[config.mk]
export PLATFORM = sky130hd
export DESIGN_NAME = rtc_timekeeper
export DESIGN_NICKNAME = d
export VERILOG_FILES = /design/src/rtl/rtc_pkg.sv /design/src/rtl/rtc_prescaler.sv /design/src/rtl/rtc_time_chain.sv /design/src/rtl/rtc_irq_regs.sv /design/src/rtl/rtc_timekeeper.sv
export SDC_FILE = /design/constraint.sdc
export NUM_CORES = 1
export LEC_CHECK = 0
export CAP_MARGIN = 10
export CORE_MARGIN = 4
export CORE_UTILIZATION = 50
export DETAILED_ROUTE_END_ITERATION = 10
export PLACE_DENSITY = 0.77
export SYNTH_ARGS = -nofsm -noshare
export SYNTH_HDL_FRONTEND = slang
export SYNTH_SLANG_ARGS = --single-unit
[constraint.sdc]
create_clock -name clk -period 4.24 [get_ports clk]
set_clock_uncertainty 0.15 [all_clocks]
set_input_delay 0.848 -clock clk [delete_from_list [all_inputs] [get_ports clk]]
set_output_delay 0.848 -clock clk [all_outputs]
set_load 0.02 [all_outputs]
[src/rtl/rtc_pkg.sv]
package rtc_pkg;
  localparam int unsigned DATA_W = 16;
  localparam int unsigned ADDR_W = 6;

  typedef enum logic [1:0] {
    RATE_32768 = 2'b00,
    RATE_32000 = 2'b01,
    RATE_38400 = 2'b10,
    RATE_SPARE = 2'b11
  } rate_e;

  localparam logic [ADDR_W-1:0] OFF_HM    = 6'h00;
  localparam logic [ADDR_W-1:0] OFF_SEC   = 6'h04;
  localparam logic [ADDR_W-1:0] OFF_AHM   = 6'h08;
  localparam logic [ADDR_W-1:0] OFF_ASEC  = 6'h0C;
  localparam logic [ADDR_W-1:0] OFF_CTRL  = 6'h10;
  localparam logic [ADDR_W-1:0] OFF_STAT  = 6'h14;
  localparam logic [ADDR_W-1:0] OFF_IEN   = 6'h18;
  localparam logic [ADDR_W-1:0] OFF_DAY   = 6'h20;
  localparam logic [ADDR_W-1:0] OFF_ADAY  = 6'h24;

  localparam int unsigned BIT_ALARM  = 2;
  localparam int unsigned BIT_SEC    = 4;
  localparam int unsigned BIT_PER_LO = 7;
  localparam logic [DATA_W-1:0] IEN_MASK = 16'hFF94;

  // last count value of one 512 Hz period for the given rate and phase
  function automatic logic [6:0] div_last(rate_e r, logic odd);
    case (r)
      RATE_32000: div_last = odd ? 7'd62 : 7'd61;
      RATE_38400: div_last = 7'd74;
      default:    div_last = 7'd63;
    endcase
  endfunction

  // modulo-60 step: {carry, next}
  function automatic logic [6:0] step_sixty(logic [5:0] v);
    if (v >= 6'd59) step_sixty = {1'b1, 6'd0};
    else            step_sixty = {1'b0, v + 6'd1};
  endfunction

  // modulo-24 step: {carry, next}
  function automatic logic [5:0] step_hour(logic [4:0] v);
    if (v >= 5'd23) step_hour = {1'b1, 5'd0};
    else            step_hour = {1'b0, v + 5'd1};
  endfunction
endpackage

[src/rtl/rtc_prescaler.sv]
module rtc_prescaler
  import rtc_pkg::*;
#(
  parameter int unsigned SUB_W = 9,
  parameter int unsigned CNT_W = 7
) (
  input  logic             clk,
  input  logic             rst_n,
  input  logic             run,
  input  logic             restart,
  input  rate_e            rate,
  output logic [SUB_W-1:0] rate_evt,
  output logic             sec_evt
);
  localparam logic [CNT_W-1:0] CNT_MAX = CNT_W'(74);

  logic [CNT_W-1:0] cnt_q;
  logic [CNT_W-1:0] last;
  logic             odd_q;
  logic [SUB_W-1:0] sub_q;
  logic             tick;

  always_comb begin
    last = CNT_W'(div_last(rate, odd_q));
    tick = run && (cnt_q >= last);
  end

  always_ff @(posedge clk) begin
    if (!rst_n || restart) begin
      cnt_q <= '0;
      odd_q <= 1'b0;
      sub_q <= '0;
    end else if (tick) begin
      cnt_q <= '0;
      odd_q <= (rate == RATE_32000) ? ~odd_q : 1'b0;
      sub_q <= sub_q + 1'b1;
    end else if (run) begin
      cnt_q <= cnt_q + 1'b1;
    end
  end

  // event for the i-th rate: every 2^(SUB_W-1-i) ticks
  for (genvar i = 0; i < SUB_W; i++) begin : g_rate
    localparam int unsigned SPAN = SUB_W - 1 - i;
    localparam logic [SUB_W-1:0] MSK = SUB_W'((1 << SPAN) - 1);
    assign rate_evt[i] = tick && ((sub_q & MSK) == MSK);
  end

  assign sec_evt = tick && (&sub_q);

  p_cnt_bounded_r2: assert property (@(posedge clk) disable iff (!rst_n)
    cnt_q <= CNT_MAX);
  p_sec_has_rates_r3: assert property (@(posedge clk) disable iff (!rst_n)
    sec_evt |-> (&rate_evt));
  p_restart_r10: assert property (@(posedge clk) disable iff (!rst_n)
    restart |=> (cnt_q == '0 && sub_q == '0));
  p_hold_r11: assert property (@(posedge clk) disable iff (!rst_n)
    (!run && !restart) |=> ($stable(cnt_q) && $stable(sub_q)));
endmodule

[src/rtl/rtc_time_chain.sv]
module rtc_time_chain
  import rtc_pkg::*;
#(
  parameter int unsigned DAY_W = 16
) (
  input  logic              clk,
  input  logic              rst_n,
  input  logic              step,
  input  logic              wr_hm,
  input  logic              wr_sec,
  input  logic              wr_day,
  input  logic [DATA_W-1:0] wdata,
  output logic [5:0]        sec_o,
  output logic [5:0]        min_o,
  output logic [4:0]        hr_o,
  output logic [DAY_W-1:0]  day_o
);
  logic [5:0]       sec_q, min_q, sec_n, min_n;
  logic [4:0]       hr_q, hr_n;
  logic [DAY_W-1:0] day_q;
  logic             c_sec, c_min, c_hr, any_wr;

  always_comb begin
    {c_sec, sec_n} = step_sixty(sec_q);
    {c_min, min_n} = step_sixty(min_q);
    {c_hr, hr_n}   = step_hour(hr_q);
    any_wr         = wr_hm || wr_sec || wr_day;
  end

  always_ff @(posedge clk) begin
    if (!rst_n) begin
      sec_q <= '0;
      min_q <= '0;
      hr_q  <= '0;
      day_q <= '0;
    end else if (any_wr) begin
      if (wr_hm) begin
        hr_q  <= wdata[12:8];
        min_q <= wdata[5:0];
      end
      if (wr_sec) sec_q <= wdata[5:0];
      if (wr_day) day_q <= wdata[DAY_W-1:0];
    end else if (step) begin
      sec_q <= sec_n;
      if (c_sec) min_q <= min_n;
      if (c_sec && c_min) hr_q <= hr_n;
      if (c_sec && c_min && c_hr) day_q <= day_q + 1'b1;
    end
  end

  assign sec_o = sec_q;
  assign min_o = min_q;
  assign hr_o  = hr_q;
  assign day_o = day_q;

  p_sec_range_r4: assert property (@(posedge clk) disable iff (!rst_n)
    (step && !any_wr) |=> (sec_q <= 6'd59));
  p_min_carry_r4: assert property (@(posedge clk) disable iff (!rst_n)
    (step && !any_wr && sec_q == 6'd59) |=> (sec_q == 6'd0 && min_q != $past(min_q)));
  p_day_wrap_r5: assert property (@(posedge clk) disable iff (!rst_n)
    (step && !any_wr && sec_q == 6'd59 && min_q == 6'd59 && hr_q == 5'd23 && (&day_q))
      |=> (day_q == '0));
  p_write_vis_r10: assert property (@(posedge clk) disable iff (!rst_n)
    wr_sec |=> (sec_q == $past(wdata[5:0])));
endmodule

[src/rtl/rtc_irq_regs.sv]
module rtc_irq_regs
  import rtc_pkg::*;
(
  input  logic              clk,
  input  logic              rst_n,
  input  logic [DATA_W-1:0] events,
  input  logic              clr_we,
  input  logic              en_we,
  input  logic [DATA_W-1:0] wdata,
  output logic [DATA_W-1:0] status_o,
  output logic [DATA_W-1:0] enable_o,
  output logic              irq_o
);
  logic [DATA_W-1:0] status_q, enable_q, clr_bits;

  always_comb clr_bits = clr_we ? wdata : '0;

  always_ff @(posedge clk) begin
    if (!rst_n) begin
      status_q <= '0;
      enable_q <= '0;
    end else begin
      status_q <= (status_q & ~clr_bits) | events;
      if (en_we) enable_q <= wdata & IEN_MASK;
    end
  end

  assign status_o = status_q;
  assign enable_o = enable_q;
  assign irq_o    = |(status_q & enable_q);

  p_sticky_r7: assert property (@(posedge clk) disable iff (!rst_n)
    !clr_we |=> ((status_q & $past(status_q)) == $past(status_q)));
  p_clear_r7: assert property (@(posedge clk) disable iff (!rst_n)
    (clr_we && events == '0) |=> ((status_q & $past(wdata)) == '0));
  p_set_wins_r8: assert property (@(posedge clk) disable iff (!rst_n)
    (|events) |=> ((status_q & $past(events)) == $past(events)));
  p_irq_masked_r9: assert property (@(posedge clk) disable iff (!rst_n)
    (enable_q == '0) |-> !irq_o);
endmodule

[src/rtl/rtc_timekeeper.sv]
module rtc_timekeeper
  import rtc_pkg::*;
#(
  parameter int unsigned DAY_W = 16,
  parameter int unsigned SUB_W = 9,
  parameter int unsigned CNT_W = 7
) (
  input  logic        clk,
  input  logic        rst_n,
  input  logic        ref_tick,
  input  logic [5:0]  bus_addr,
  input  logic        bus_we,
  input  logic [15:0] bus_wdata,
  output logic [15:0] bus_rdata,
  output logic        irq
);
  localparam int unsigned PER_HI = BIT_PER_LO + SUB_W - 1;

  // control and alarm registers
  logic             en_q;
  rate_e            rate_q;
  logic [4:0]       alm_hr_q;
  logic [5:0]       alm_min_q, alm_sec_q;
  logic [DAY_W-1:0] alm_day_q;
  logic             match_q;

  // named internal events
  logic             wr_hm, wr_sec, wr_day, wr_ahm, wr_asec, wr_aday;
  logic             wr_ctrl, wr_stat, wr_ien, time_wr;
  logic [SUB_W-1:0] rate_evt;
  logic             sec_evt, match, alarm_evt;
  logic [DATA_W-1:0] events, stat, ien;

  logic [5:0]       t_sec, t_min;
  logic [4:0]       t_hr;
  logic [DAY_W-1:0] t_day;

  always_comb begin
    wr_hm   = bus_we && (bus_addr == OFF_HM);
    wr_sec  = bus_we && (bus_addr == OFF_SEC);
    wr_day  = bus_we && (bus_addr == OFF_DAY);
    wr_ahm  = bus_we && (bus_addr == OFF_AHM);
    wr_asec = bus_we && (bus_addr == OFF_ASEC);
    wr_aday = bus_we && (bus_addr == OFF_ADAY);
    wr_ctrl = bus_we && (bus_addr == OFF_CTRL);
    wr_stat = bus_we && (bus_addr == OFF_STAT);
    wr_ien  = bus_we && (bus_addr == OFF_IEN);
    time_wr = wr_hm || wr_sec || wr_day;
  end

  always_ff @(posedge clk) begin
    if (!rst_n) begin
      en_q      <= 1'b0;
      rate_q    <= RATE_32768;
      alm_hr_q  <= '0;
      alm_min_q <= '0;
      alm_sec_q <= '0;
      alm_day_q <= '0;
    end else begin
      if (wr_ctrl) begin
        en_q   <= bus_wdata[7];
        rate_q <= rate_e'(bus_wdata[6:5]);
      end
      if (wr_ahm) begin
        alm_hr_q  <= bus_wdata[12:8];
        alm_min_q <= bus_wdata[5:0];
      end
      if (wr_asec) alm_sec_q <= bus_wdata[5:0];
      if (wr_aday) alm_day_q <= bus_wdata[DAY_W-1:0];
    end
  end

  rtc_prescaler #(.SUB_W(SUB_W), .CNT_W(CNT_W)) u_pre (
    .clk      (clk),
    .rst_n    (rst_n),
    .run      (en_q && ref_tick),
    .restart  (time_wr),
    .rate     (rate_q),
    .rate_evt (rate_evt),
    .sec_evt  (sec_evt)
  );

  rtc_time_chain #(.DAY_W(DAY_W)) u_time (
    .clk    (clk),
    .rst_n  (rst_n),
    .step   (sec_evt),
    .wr_hm  (wr_hm),
    .wr_sec (wr_sec),
    .wr_day (wr_day),
    .wdata  (bus_wdata),
    .sec_o  (t_sec),
    .min_o  (t_min),
    .hr_o   (t_hr),
    .day_o  (t_day)
  );

  // alarm fires on entry into equality; reset value avoids a reset-time hit
  always_comb begin
    match     = (t_day == alm_day_q) && (t_hr == alm_hr_q) &&
                (t_min == alm_min_q) && (t_sec == alm_sec_q);
    alarm_evt = match && !match_q;
  end

  always_ff @(posedge clk) begin
    if (!rst_n) match_q <= 1'b1;
    else        match_q <= match;
  end

  always_comb begin
    events                     = '0;
    events[BIT_ALARM]          = alarm_evt;
    events[BIT_SEC]            = sec_evt;
    events[PER_HI:BIT_PER_LO]  = rate_evt;
  end

  rtc_irq_regs u_irq (
    .clk      (clk),
    .rst_n    (rst_n),
    .events   (events),
    .clr_we   (wr_stat),
    .en_we    (wr_ien),
    .wdata    (bus_wdata),
    .status_o (stat),
    .enable_o (ien),
    .irq_o    (irq)
  );

  always_comb begin
    case (bus_addr)
      OFF_HM:   bus_rdata = {3'b0, t_hr, 2'b0, t_min};
      OFF_SEC:  bus_rdata = {10'b0, t_sec};
      OFF_AHM:  bus_rdata = {3'b0, alm_hr_q, 2'b0, alm_min_q};
      OFF_ASEC: bus_rdata = {10'b0, alm_sec_q};
      OFF_CTRL: bus_rdata = {8'b0, en_q, rate_q, 5'b0};
      OFF_STAT: bus_rdata = stat;
      OFF_IEN:  bus_rdata = ien;
      OFF_DAY:  bus_rdata = DATA_W'(t_day);
      OFF_ADAY: bus_rdata = DATA_W'(alm_day_q);
      default:  bus_rdata = '0;
    endcase
  end

  p_alarm_set_r6: assert property (@(posedge clk) disable iff (!rst_n)
    alarm_evt |=> stat[BIT_ALARM]);
  p_sec_sets_r4: assert property (@(posedge clk) disable iff (!rst_n)
    sec_evt |=> stat[BIT_SEC]);
  p_no_count_off_r11: assert property (@(posedge clk) disable iff (!rst_n)
    !en_q |-> (rate_evt == '0 && !sec_evt));
endmodule

After elaboration in Yosys (flattened, before gate mapping)
Cells that the tools add are included.
- register bits after elaboration: 114
- logic and storage cells: 121
- bits of input ports: 26
- output and inout bits: 17
- bitwise logic cells: 5
- mux-type cells: 23
- equality and inequality tests: 24
- reduce and logical (&&, ||, !) cells: 43
- $lt $le $gt $ge: 4
- add/sub/neg operators: 6
- operators by type and width (kind ; number):
    $pmux 16 s9 ; 1
    $mux 16 ; 5
    $mux 6 ; 8
    $and 16x16->16 ; 2
    $logic_and 1x1->1 ; 26
    $mux 5 ; 4
    $eq 6x5->1 const B ; 3
    $eq 6x6->1 const B ; 3
    $add 16x1->16 const B ; 1
    $eq 16x16->1 ; 1
    $not 16->16 ; 1
    $or 16x16->16 ; 1
    $reduce_or 16->1 ; 1
    $mux 7 ; 2
    $pmux 7 s2 ; 1
    $add 6x1->6 const B ; 2
    $eq 6x4->1 const B ; 2
    $eq 6x6->1 ; 2
    $ge 6x6->1 const B ; 2
    $add 9x1->9 const B ; 1
    $reduce_and 3->1 ; 3
    $reduce_and 9->1 ; 1
    $eq 8x8->1 const B ; 1
    $reduce_bool 2->1 ; 4
    21 further kinds ; 27

Longest topological paths before layout
- word-level depth: 7
- mapped depth: 12

Cells and area by module
Synthesis repeated with hierarchy kept, for this count alone.
- cells, all modules: 823
- area total of the unflattened synthesis: 6864.1 µm²
- by module, submodules not included (module ; area each (µm²) ; times used ; cells an instance):
    rtc_timekeeper ; 2645.0 ; 1 ; 324
    rtc_time_chain ; 2050.7 ; 1 ; 258
    rtc_irq_regs ; 1107.3 ; 1 ; 114
    rtc_prescaler ; 1061.0 ; 1 ; 127

Least setup slack after synthesis
OpenSTA, ideal clock, no wires.
- path kind: input to output
- start: in bus_addr[1]
- end: out bus_rdata[7]
- data required time: 3242 ps
- arrival time: 2199 ps
- slack: 1043 ps
- stages: 6
- cell sequence: nor4_2 -> and3_1 -> clkbuf_1 -> clkbuf_1 -> a22oi_1 -> o21ai_0
- word-level cells in the longest chain between the ends: 2
- elaborated cells between the ends (all ways): 10
- those cells by class: eq/ne (8); mux (1); reduce/logical (1)
- ends and longest elaborated chain (item ; RTL line ; text):
    start: declaration ; rtc_timekeeper.sv:11 ; input logic [5:0] bus_addr,
    $eq 6x6->1 (tied with other cells) ; rtc_timekeeper.sv:129 ; case (bus_addr)
    $pmux 16 s9 (*) ; rtc_timekeeper.sv:129 ;
    end: declaration ; rtc_timekeeper.sv:14 ; output logic [15:0] bus_rdata,
Every way passes the cells marked *; elsewhere a longest branch is shown, timed or not.

Final worst setup path
- start: in bus_addr[0]
- end: out bus_rdata[5]
Same word-level chain as after synthesis.

==> flow_summary.toml <==
[layout]
layout-drive-gt1-share_pct = 10.3
regArea_sq_um = 2280
final_cells = 1030
num-fill-cells = 1124
multi_input_area_sq_um = 3860
nets = 891
diodes = 0
syn2layout_area_growth_pct = 18.2

[critical_path]
slowest_delay_ps = 620
reg2regPathDepth = 11
crit_chain = "clkdlybuf4s50_1 -> or4b_4 -> nor2_4 -> buf_12 -> a222oi_1 -> nand2_1 -> clkdlybuf4s50_1"
r2r-end = "u_time.day_o[8]"
critPathKind = "primary input to primary output"
rr_startpoint = "rate_q[0]"
critical_path_arrival_ps = 3150
cp_slowest_cell = "or4b_4"
worstSetupEndpointType = "primary output"
r2r_setup_slack_ps = 1090
path_max_fanout = 13
cp_num_buf_inv = 3
cp_top_family = "buffers and inverters"
path_depth = 7
cp_common_cell = "clkdlybuf4s50_1"
crit_path_start_kind = "primary input"
worst-endpoint-required_ps = 3240

[clock_tree]
insertion_delay_ps = 430
cts_buffer_depth = 2
cts_tree = "built"
post_cts_buffers = 0
numClockSinks = 114
path_clk_slew_ps = 60
numCtsBuffers = 17
h-tree-depth = 4
root_buffer = "clkbuf_16"
cts_hold_buf = 0

[global_routing]
busiest_layer = "met2"
grt_first_pass_wirelength_um = 32500
grt_use_met3_pct = 6.22
grt_antenna_before_repair = 0
grtUsageTotal_pct = 28.3
grt_pass1_vias = 6152
met1_usage_pct = 37.4
grt_max_degree = 53
grt.overflow.total = 0
grtUsageMet2_pct = 43.6

[die]
floorplan.initialDensity_pct = 51.2
core_region_area_sq_um = 12700
die_y_um = 122
die_area_sq_um = 14800
rows = 41
pin_count = 43
die_x_um = 122

[drt]
drt_pass1_iterations = 11
postRouteAntennaNets = 0
vias = 6594
wire_per_inst_um = 19.9
drt_iter0_drc = 983
wl_um = 20500
viasPerCell = 6.40
remaining_drc_errors = 0

[synthesis]
netlist_area_sq_um = 6480
muxShareOfSynthArea_pct = 2.26
syn-num-nets = 864
synth_warnings = 0
synth_seq_cells = 114
seq_area_frac_synth_pct = 35.2
synth_edf_count = 0
postSynthAreaPerCell_sq_um = 7.89
synth-simple-area-share_pct = 24.3
synth-compound-area-share_pct = 23.2
synth_ff_type = "dfxtp_1"
synth_top_family_by_area = "simple AND/OR/NAND/NOR gates"
syn_inst = 821
synth-async-reset-ratio_pct = 0
synth-adder-area-share_pct = 3.28
yosysUniqueCellTypes = 62
synth_xor_area_share_pct = 6.35

[worst_hold_path]
worstHoldPathCells = 2
hp-start = "u_irq.status_o[5]"
hold_class = "register to register"
whs_endpoint = "u_irq.status_o[5]"

[outcome]
status = "finished clean"

[timing]
finalSetupViolations = 0
finalHoldViolations = 0
worst_pin_slew_ps = 1040
drv_slew = 0
max_freq_ghz = 0.241
max_slew_margin_pct = 31.0
post-route-period-util_pct = 97.9
fin_hold_ws_ps = 285
finalSetupTns_ps = 0
fin_crit_ps = 4150

[power]
p_sw_share_pct = 23.6
p_leak_nw = 2.76
pwr-share-comb_pct = 5.0
powerDensity_nw_per_um2 = 331
switchingPower_w = 0.000600
clkPwrFrac_pct = 52.5
total_power_w = 0.00254
ir_worst_vdd_uv = 281
p_int_w = 0.00194
seqPwrFrac_pct = 42.5

[place]
dpl.hpwl_um = 14100
io_buffers = 42
gp_congestion = 0.954
dp_cells = 1001

[run]
max_cap_viol_count = 0
-- timing repair --
action                     in CTS  in global routing
setup endpoints to repair       0                  7
hold endpoints to repair        0                  0
resized for setup               0                 12
-- Yosys cell counts, types with 6 or more instances --
cell / n / area, sq um
mux2i_1: 9 / 90.1
a311oi_1: 11 / 96.3
inv_1: 10 / 37.5
clkbuf_1: 28 / 105
and3_1: 12 / 75.1
nand4_1: 15 / 93.8
a21oi_1: 93 / 465
xor2_1: 10 / 87.6
buf_4: 9 / 67.6
nand3_1: 75 / 375
nor3_1: 10 / 50.1
o31ai_1: 6 / 45.0
dfxtp_1: 114 / 2280
buf_2: 22 / 110
a221oi_1: 6 / 52.6
a22oi_1: 16 / 120
a222oi_1: 19 / 190
nand2b_1: 6 / 37.5
xnor2_1: 37 / 324
nand2_1: 141 / 529
o21ai_0: 27 / 135
ha_1: 17 / 213
nor2_1: 55 / 206
o21ai_1: 6 / 30.0
-- power groups by stage --
stage / Combinational [W] / Sequential, W / Clock, W
finish: 0.000127 / 0.00108 / 0.00133
CTS: 0.000123 / 0.00108 / 0.00134
global placement: 0.000122 / 0.00110 / 0
detailed placement: 0.000122 / 0.00110 / 0
global route: 0.000134 / 0.00108 / 0.00139
floorplan: 0.0000565 / 0.00110 / 0
-- stage by stage --
stage	area, sq um	utilization (%)	setup slack, ps
floorplan	6480	-	1040
global placement	7090	55.9	138
detailed placement	7090	55.9	105
CTS	7630	60.2	68.0
global route	7660	60.5	-5.55
finish	7660	60.5	91.2
-- worst register-to-register path: stages (launching register included) --
cell and delay [ps]:
dfxtp_1 380, inv_1 60, ha_1 280, mux2i_1 160, ha_1 240, nand2b_1 140, a211o_1 310, a21oi_1 150
buf_4 260, o31a_1 560, o21ai_0 200, a21oi_1 200
-- area by class of cell --
| class | instances | share of cell area, % |
|---|---|---|
| tap | 172 | 2.81 |
| timing repair buffer | 71 | 9.44 |
| clock buffer | 19 | 5.91 |
| inverter | 10 | 0.490 |
| multi-input combinational | 634 | 50.4 |
| sequential | 114 | 29.8 |
| clock inverter | 10 | 1.16 |
-- worst max-delay path by stage --
stage,from,end
6_report,bus_addr[0],bus_rdata[5]
5_1_grt,bus_addr[0],bus_rdata[5]
4_1_cts,bus_addr[1],bus_rdata[4]
3_5_place_dp,bus_addr[1],bus_rdata[4]
3_3_place_gp,bus_addr[0],bus_rdata[9]
2_1_floorplan,bus_addr[1],bus_rdata[7]
-- cell usage in the layout, fill, tap and decap left out, drive strengths merged, types with 2 or more instances in the layout --
master           n
clkbuf          19
mux2i            9
clkdlybuf4s50   30
nand2b           6
xor2            10
a311oi          11
a21o             2
and2             5
dfxtp          114
a22oi           16
clkinv           5
nand4           15
a211oi           4
mux2             5
o31ai            7
dlymetal6s2s    11
and3            12
a22o             4
o32ai            2
o2111ai          4
nand2          141
xnor2           37
ha              17
a32oi            2
buf             30
nor2            61
nand3           75
clkinvlp         4
o211ai           2
a221oi           6
a21oi           93
nor4             3
o2bb2ai          2
nor3            16
inv             10
a222oi          19
o21ai           33
a31oi            3
-- logic make-up (layout without fill, tap and decap cells) --
group,after synthesis,count (layout)
simple gates,338,338
compound gates,218,218
flops,114,114
buf+inv,73,110
xor+xnor,47,47
fa+ha+maj,17,17
mux,14,14
-- layer usage --
metal  wire length [um]  vias up
li1                   -     3033
met1               8500     3048
met2               9100      435
met3               2060       78
met4                849        0
met5                  0        -
-- registers in the layout, summed over array words and instances (netlist names), 6 cells and up --
name,flops
alm_day_q,16
alm_min_q,6
alm_sec_q,6
u_irq.enable_o,11
u_irq.status_o,16
u_pre.cnt_q,7
u_pre.sub_q,9
u_time.day_o,16
u_time.min_o,6
u_time.sec_o,6
Note: power is estimated with default switching activity, not from simulation.
